--- config.mk ---
export PLATFORM = sky130hd
export DESIGN_NAME = vldag_top
export DESIGN_NICKNAME = d
export VERILOG_FILES = /design/src/rtl/vldag_pkg.sv /design/src/rtl/vldag_decode.sv /design/src/rtl/vldag_index_ext.sv /design/src/rtl/vldag_top.sv
export SDC_FILE = /design/constraint.sdc
export NUM_CORES = 1
export LEC_CHECK = 0
export BUFFER_PORTS_ARGS = -buffer_cell sky130_fd_sc_hd__buf_2
export CORE_ASPECT_RATIO = 0.75
export CORE_MARGIN = 2
export CORE_UTILIZATION = 50
export DETAILED_ROUTE_END_ITERATION = 10
export HOLD_SLACK_MARGIN = 0.12
export PLACE_DENSITY = 0.79
export SETUP_SLACK_MARGIN = 0.1
export SLEW_MARGIN = 40
export SYNTH_ARGS = -nofsm -noshare
export SYNTH_HDL_FRONTEND = slang
export SYNTH_SLANG_ARGS = --single-unit
--- constraint.sdc ---
create_clock -name clk -period 6.9 [get_ports clk]
set_input_delay 0.345 -clock clk [delete_from_list [all_inputs] [get_ports clk]]
set_output_delay 0.345 -clock clk [all_outputs]
set_load 0.005 [all_outputs]
--- src/rtl/vldag_pkg.sv ---
package vldag_pkg;
  localparam int XLEN      = 64;
  localparam int IW        = 32;
  localparam int REGW      = 5;
  localparam int SCW       = 3;
  localparam int OPTW      = 3;
  localparam int MAX_SCALE = 4;
  localparam logic [REGW-1:0] SPECIAL_REG = '1;

  typedef struct packed {
    logic [REGW-1:0] rt;
    logic [REGW-1:0] rn;
    logic [REGW-1:0] rm;
    logic [SCW-1:0]  scale;
    logic [OPTW-1:0] opt;
    logic            sh_en;
    logic            nomatch;
    logic            undef;
  } dec_t;
endpackage

--- src/rtl/vldag_decode.sv ---
module vldag_decode
  import vldag_pkg::*;
(
  input  logic [IW-1:0] word,
  output dec_t          dec
);
  logic fixed_ok;

  always_comb begin
    fixed_ok = (word[29:27] == 3'b111) && word[26] && (word[25:24] == 2'b00)
             && word[22] && word[21] && (word[11:10] == 2'b10);
    dec.rt      = word[4:0];
    dec.rn      = word[9:5];
    dec.rm      = word[20:16];
    dec.opt     = word[15:13];
    dec.sh_en   = word[12];
    dec.scale   = {word[23], word[31:30]};
    dec.nomatch = !fixed_ok;
    dec.undef   = fixed_ok && ((dec.scale > SCW'(MAX_SCALE)) || !dec.opt[1]);
  end
endmodule

--- src/rtl/vldag_index_ext.sv ---
module vldag_index_ext #(
  parameter int XW  = 64,
  parameter int OW  = 3,
  parameter int SW  = 3
) (
  input  logic          clk,
  input  logic          rst,
  input  logic [XW-1:0] raw,
  input  logic [OW-1:0] opt,
  input  logic          sh_en,
  input  logic [SW-1:0] scale,
  output logic [XW-1:0] ext,
  output logic [XW-1:0] shifted
);
  localparam int HALF = XW / 2;
  logic [SW-1:0] shamt;

  always_comb begin
    if (opt[0]) ext = raw;
    else if (opt[2]) ext = {{HALF{raw[HALF-1]}}, raw[HALF-1:0]};
    else ext = {{HALF{1'b0}}, raw[HALF-1:0]};
    shamt   = sh_en ? scale : '0;
    shifted = ext << shamt;
  end

  // zero extension leaves an empty upper half
  a_r4_zero_upper: assert property (@(posedge clk) disable iff (rst)
    (opt == 3'b010) |-> (ext[XW-1:HALF] == '0));
  // sign extension replicates bit HALF-1 of the source
  a_r5_sign_upper: assert property (@(posedge clk) disable iff (rst)
    (opt == 3'b110) |-> (ext[XW-1:HALF] == {HALF{raw[HALF-1]}}));
  // full-width options pass the index through
  a_r6_full_pass: assert property (@(posedge clk) disable iff (rst)
    opt[0] |-> (ext == raw));
  // without scaling the shifted value equals the extended one
  a_r7_no_shift: assert property (@(posedge clk) disable iff (rst)
    !sh_en |-> (shifted == ext));
endmodule

--- src/rtl/vldag_top.sv ---
module vldag_top
  import vldag_pkg::*;
(
  input  logic             clk,
  input  logic             rst,
  input  logic             in_valid,
  input  logic [IW-1:0]    in_word,
  input  logic [XLEN-1:0]  sp_value,
  output logic [REGW-1:0]  rf_base_sel,
  input  logic [XLEN-1:0]  rf_base_data,
  output logic [REGW-1:0]  rf_index_sel,
  input  logic [XLEN-1:0]  rf_index_data,
  output logic             out_valid,
  output logic [XLEN-1:0]  out_addr,
  output logic [SCW-1:0]   out_scale,
  output logic [REGW-1:0]  out_dest,
  output logic             out_undef,
  output logic             out_nomatch
);
  dec_t            dec;
  logic [XLEN-1:0] base_val, index_raw, index_ext, index_sh, sum;

  vldag_decode u_dec (.word(in_word), .dec(dec));

  assign rf_base_sel  = dec.rn;
  assign rf_index_sel = dec.rm;

  always_comb begin
    base_val  = (dec.rn == SPECIAL_REG) ? sp_value : rf_base_data;
    index_raw = (dec.rm == SPECIAL_REG) ? '0 : rf_index_data;
  end

  vldag_index_ext #(.XW(XLEN), .OW(OPTW), .SW(SCW)) u_ext (
    .clk(clk), .rst(rst), .raw(index_raw), .opt(dec.opt),
    .sh_en(dec.sh_en), .scale(dec.scale), .ext(index_ext), .shifted(index_sh)
  );

  assign sum = base_val + index_sh;

  always_ff @(posedge clk) begin
    if (rst) begin
      out_valid   <= 1'b0;
      out_addr    <= '0;
      out_scale   <= '0;
      out_dest    <= '0;
      out_undef   <= 1'b0;
      out_nomatch <= 1'b0;
    end else begin
      out_valid <= in_valid;
      if (in_valid) begin
        out_addr    <= (dec.nomatch || dec.undef) ? '0 : sum;
        out_scale   <= dec.scale;
        out_dest    <= dec.rt;
        out_undef   <= dec.undef;
        out_nomatch <= dec.nomatch;
      end
    end
  end

  // a strobe yields valid on the next cycle and only then
  a_r10_valid_follows: assert property (@(posedge clk) disable iff (rst)
    in_valid |=> out_valid);
  a_r10_valid_idle: assert property (@(posedge clk) disable iff (rst)
    !in_valid |=> !out_valid);
  a_r10_hold_addr: assert property (@(posedge clk) disable iff (rst)
    !in_valid |=> $stable(out_addr));
  // the two rejection flags are exclusive
  a_r1_flags_exclusive: assert property (@(posedge clk) disable iff (rst)
    !(out_undef && out_nomatch));
  // rejected words carry no address
  a_r2_reject_zero: assert property (@(posedge clk) disable iff (rst)
    (out_undef || out_nomatch) |-> (out_addr == '0));
endmodule

# After elaboration in Yosys (flattened, before gate mapping)
# Cells that the tools add are included.
[classes]
n_lt_le_gt_ge = 1
muxes = 6
n_reduce_logical = 11
shifts = 1
n_addsub = 1
n_eq_ne = 4
[ops]
columns = ["cell", "n"]
rows = [
  ["$mux W64", 5],
  ["$add A64 B64 Y64", 1],
  ["$shl A64 B3 Y64", 1],
  ["$eq A5 B5 Y1 const B", 2],
  ["$logic_and A1 B1 Y1", 6],
  ["$eq A3 B3 Y1 const B", 1],
  ["$gt A3 B3 Y1 const B", 1],
  ["$mux W3", 1],
  ["$eq A2 B2 Y1 const B", 1],
  ["$logic_not A1 Y1", 2],
  ["$logic_not A2 Y1", 1],
  ["$logic_or A1 B1 Y1", 2],
]
[totals]
out_inout_bits = 85
inputBits = 227
elab_cells = 30
ff_bits = 75

# Logic depth before layout (Yosys ltp)
[depth]
depth_word = 9
depth_mapped = 21
mapped_depth_nobuf = 18

# Hierarchy
# A second synthesis with hierarchy kept.
[unflattened]
cells_unflattened = 1387
area_unflattened_um2 = 10647.7
[by_module_without_submodules]
columns = ["module", "n_inst", "seq_area_each_um2", "cells_per_inst", "area_each_um2"]
rows = [
  ["vldag_top", 1, 1501.4, 974, 7480.9],
  ["vldag_index_ext", 1, 0.0, 385, 2921.6],
  ["vldag_decode", 1, 0.0, 28, 245.2],
]

# Least setup slack after synthesis
# OpenSTA, ideal clock, no wires.
[synth_timing]
kind = "input to register"
from = "input port in_word[12]"
to = "register out_addr[62]"
path_buffers = 3
required_ps = 6778
arrival_time_ps = 4287
stages = 15
setup_ps = 122
path_slack_ps = 2491
path_cell_list = "nand2_1 -> clkbuf_1 -> buf_1 -> mux4_2 -> a31o_2 -> ha_1 -> buf_4 -> nand4_1 -> or3_1 -> or4_4 -> o21ai_2 -> a21oi_2 -> o311ai_2 -> mux2i_1 -> nand3_1"
[synth_via]
elab_chain_cells = 4
[synth_rtl]
columns = ["element", "line_no", "text"]
rows = [
  ["from (decl)", "vldag_top.sv:7", "input logic [IW-1:0] in_word,"],
  ["$mux W3", "vldag_index_ext.sv:22", "shamt = sh_en ? scale : '0;"],
  ["$shl A64 B3 Y64", "vldag_index_ext.sv:23", "shifted = ext << shamt;"],
  ["$add A64 B64 Y64", "vldag_top.sv:38", "assign sum = base_val + index_sh;"],
  ["$mux W64", "vldag_top.sv:51", "out_addr <= (dec.nomatch || dec.undef) ? '0 : sum;"],
  ["to (signal assigned)", "vldag_top.sv:51", ""],
  ["to (decl)", "vldag_top.sv:14", "output logic [XLEN-1:0] out_addr,"],
]
# Every way passes these cells.
# A chain may end at the register's enable or synchronous reset.

# Worst setup path in the final report
[layout_timing]
from = "input port in_word[18]"
to = "register out_addr[51]"
[layout_via]
elab_chain_cells = 7
[layout_rtl]
columns = ["element", "line_no", "text"]
rows = [
  ["$eq A5 B5 Y1 *", "vldag_top.sv:30", "index_raw = (dec.rm == SPECIAL_REG) ? '0 : rf_index_data;"],
  ["$mux W64 *", "vldag_top.sv:30", ""],
  ["$mux W64", "vldag_index_ext.sv:20", "else if (opt[2]) ext = {{HALF{raw[HALF-1]}}, raw[HALF-1:0]};"],
  ["$mux W64 *", "vldag_index_ext.sv:19", "if (opt[0]) ext = raw;"],
  ["$shl A64 B3 Y64 *", "vldag_index_ext.sv:23", ""],
  ["$add A64 B64 Y64 *", "vldag_top.sv:38", ""],
  ["$mux W64 *", "vldag_top.sv:51", ""],
]
# Mark *: on every way between the ends. The rest lies on a longest branch, timed or not.

==> run summary <==
TritonCTS Buffers -> 9
setup bufs post-CTS -> 0
worst hold path type -> in2reg
Finish-stage setup viols -> 0
final worst-path setup slack -> 2.07 ns
DRC -> 0
dominant cell type by area after synthesis -> dfxtp_1
synth warn -> 0
outcome -> complete, no violations
Post-DP HPWL -> 27.2 mm
H-tree Lvls -> 3
vias per cell -> 5.96
Avg WL per Cell -> 18.7 µm
# nets final -> 1834
Fillers -> 1869
CP Cell Sequence -> buf_2, and3_1, nand3_2, a31o_2, nand2_1, o22ai_1, a2bb2oi_1, a21oi_1, ha_1, and3_2, and2_1, a221oi_1, o31ai_1, nor4_1, nor3_1, nor2_1, o21bai_1, xor2_1, a22o_1
RSZ-0062 raised after global routing -> no
Tcrit/Tclk final -> 0.700
grt ovf -> 0
CTS max path bufs -> 2
Pwr Density -> 163 mW/mm²
Post-CTS Hold Buffers -> 0
Final Hold Vio Count -> 0
worst endpoint required time -> 7.14 ns
GRT Total Usage -> 0.324
final instance area -> 0.0116 mm²
critical path startpoint category -> input port
core footprint -> 0.0192 mm²
Die X -> 165 µm
detailed-route wire length -> 33.8 mm
Slew @ Worst Pin -> 0.754 ns
Post-synth EDFFs -> 0
row count -> 44
Post-Synthesis Net Count -> 1592
register area -> 0.00150 mm²
GP Congestion -> 0.952
final setup TNS -> 0 ns
die height -> 124 µm
DR pass1 iterations -> 5
Gates resized, CTS repair -> 0
syn avg cell area -> 7.44 µm²
WS Path Type -> in2reg
f_max -> 207 MHz
num ports -> 312
CP Capture Type -> flip-flop
sequential fraction of the synthesis area -> 0.155
dpl ws -> 1.83 ns
CP peak stage delay -> 0.51 ns
initial antenna violation count -> 6
Leak Pwr -> 5.60 nW
DRT iter0 DRCs -> 810
Initial Util -> 0.505
max-capacitance violation count -> 0
first-pass GRT wire length -> 52.3 mm
most frequent cells in the layout -> buf_2 (311), nand2_1 (198), a21oi_1 (135)
Post-Syn Area -> 0.00967 mm²
Root Driver -> clkbuf_16
max-slew violations -> 0
antenna-violating nets left -> 0
ys async rst share -> 0
layout cells sized above 1 -> 0.301
Worst-path clk slew -> 0.07 ns
Tmin final -> 4.83 ns
Seq cells post-synth -> 75
Synth area leaders -> dfxtp_1 (16%), ha_1 (8.1%), mux2_2 (8.0%), mux2i_1 (7.8%), nand2_1 (7.8%)
placed cell count -> 1785
clock sink count -> 75
placed cell area -> 0.0113 mm²
worst hold margin -> 0.229 ns
most common cell after layout, fill and taps aside -> buf_2
share of the synthesized area in the top cell type -> 0.155
input/output buffers -> 311
clock latency at the later pin of the worst-skew pair -> 0.35 ns
Netlist cell types -> 80
peak supply drop -> 0.128 mV
CTS tree -> built
area occupied by multi-input gates -> 0.00775 mm²
vias in the first global route -> 10000
CP max FO -> 29
non-filler cells, final -> 1805
pin count of the biggest net entering global routing -> 73
synth-to-layout area growth -> 19.5%
vias -> 10800
die area -> 0.0205 mm²
Top FF cell, synth -> dfxtp_1
clk_skew -> 0 ns
post-synthesis cell count -> 1301
CP arrival -> 5.06 ns
Worst slew margin -> 0.496
crit path max-delay cell type -> nor4_1
==> cells by family (layout without fill, tap and decap cells) <==
| logic type | count (synthesis) | after routing | share of synthesized area |
|---|---|---|---|
| compound gates | 382 | 382 | 0.246 |
| flops | 75 | 75 | 0.155 |
| fa+ha+maj | 64 | 64 | 0.0835 |
| buf+inv | 110 | 356 | 0.0482 |
| other cells | 0 | 5 | 0 |
| simple gates | 449 | 449 | 0.212 |
| mux | 163 | 163 | 0.202 |
| xor+xnor | 58 | 58 | 0.0525 |
==> final cells by class <==
cell class | instances | area share
Multi-Input combinational cell | 1116 | 0.670
Timing Repair Buffer | 322 | 0.142
Sequential cell | 75 | 0.130
Tap cell | 253 | 0.0274
Clock buffer | 10 | 0.0207
Inverter | 19 | 0.00617
Clock inverter | 5 | 0.00260
Antenna cell | 5 | 0.00108
==> where the power goes <==
part | internal, mW | leakage [nW] | switching [mW]
clock | 0.250 | 0.130 | 0.204
combinational | 0.409 | 4.86 | 0.584
sequential | 0.436 | 0.606 | 0.00192
total | 1.10 | 5.60 | 0.789
==> critical path: cells and delay by family <==
family                     cells  cell delay [ns]
xor gates and xnor gates       1             0.14
AOI/OAI and AO/OA              8             1.98
and+or+nand+nor                8             2.06
buffers and inverters          1             0.08
adders and majority gates      1             0.42
==> final timing paths <==
path,to,depth (start not counted),startpoint,slack (ns)
setup / recovery,out_addr[51],19,in_word[18],2.07
hold / removal,out_dest[3],3,in_word[3],0.23
setup reg to reg,out_addr[37],3,out_addr[37],5.99
hold reg to reg,out_addr[50],2,out_addr[50],0.44
==> registers in the layout (all words and copies together) (netlist names) <==
signal	cells
out_undef	1
out_valid	1
out_scale	3
out_dest	5
out_addr	64
out_nomatch	1
==> cells in the mapped netlist, types with 29 or more instances <==
master / count
xor2_1: 29
o21ai_0: 74
mux2_2: 69
o21ai_1: 34
nor2_1: 91
nand2_1: 200
mux2i_1: 75
clkbuf_1: 55
nand3_1: 43
nor2b_1: 39
ha_1: 63
dfxtp_1: 75
xnor2_1: 29
a21oi_1: 135
a21o_1: 31
==> metal layers <==
| layer | share of wire | GRT usage |
|---|---|---|
| met1 | 0.43 | 0.441 |
| met3 | 0.093 | 0.0659 |
| met5 | 0.00038 | 0 |
| met4 | 0.032 | 0.119 |
| met2 | 0.44 | 0.505 |
==> stage by stage <==
| stage | total power [mW] | util |
|---|---|---|
| after floorplan | 1.15 | - |
| after global placement | 1.41 | 0.588 |
| after global routing | 2.01 | 0.604 |
| after CTS | 1.88 | 0.603 |
| after detailed placement | 1.42 | 0.589 |
| final | 1.88 | 0.604 |
Note: power is estimated with default switching activity, not from simulation.
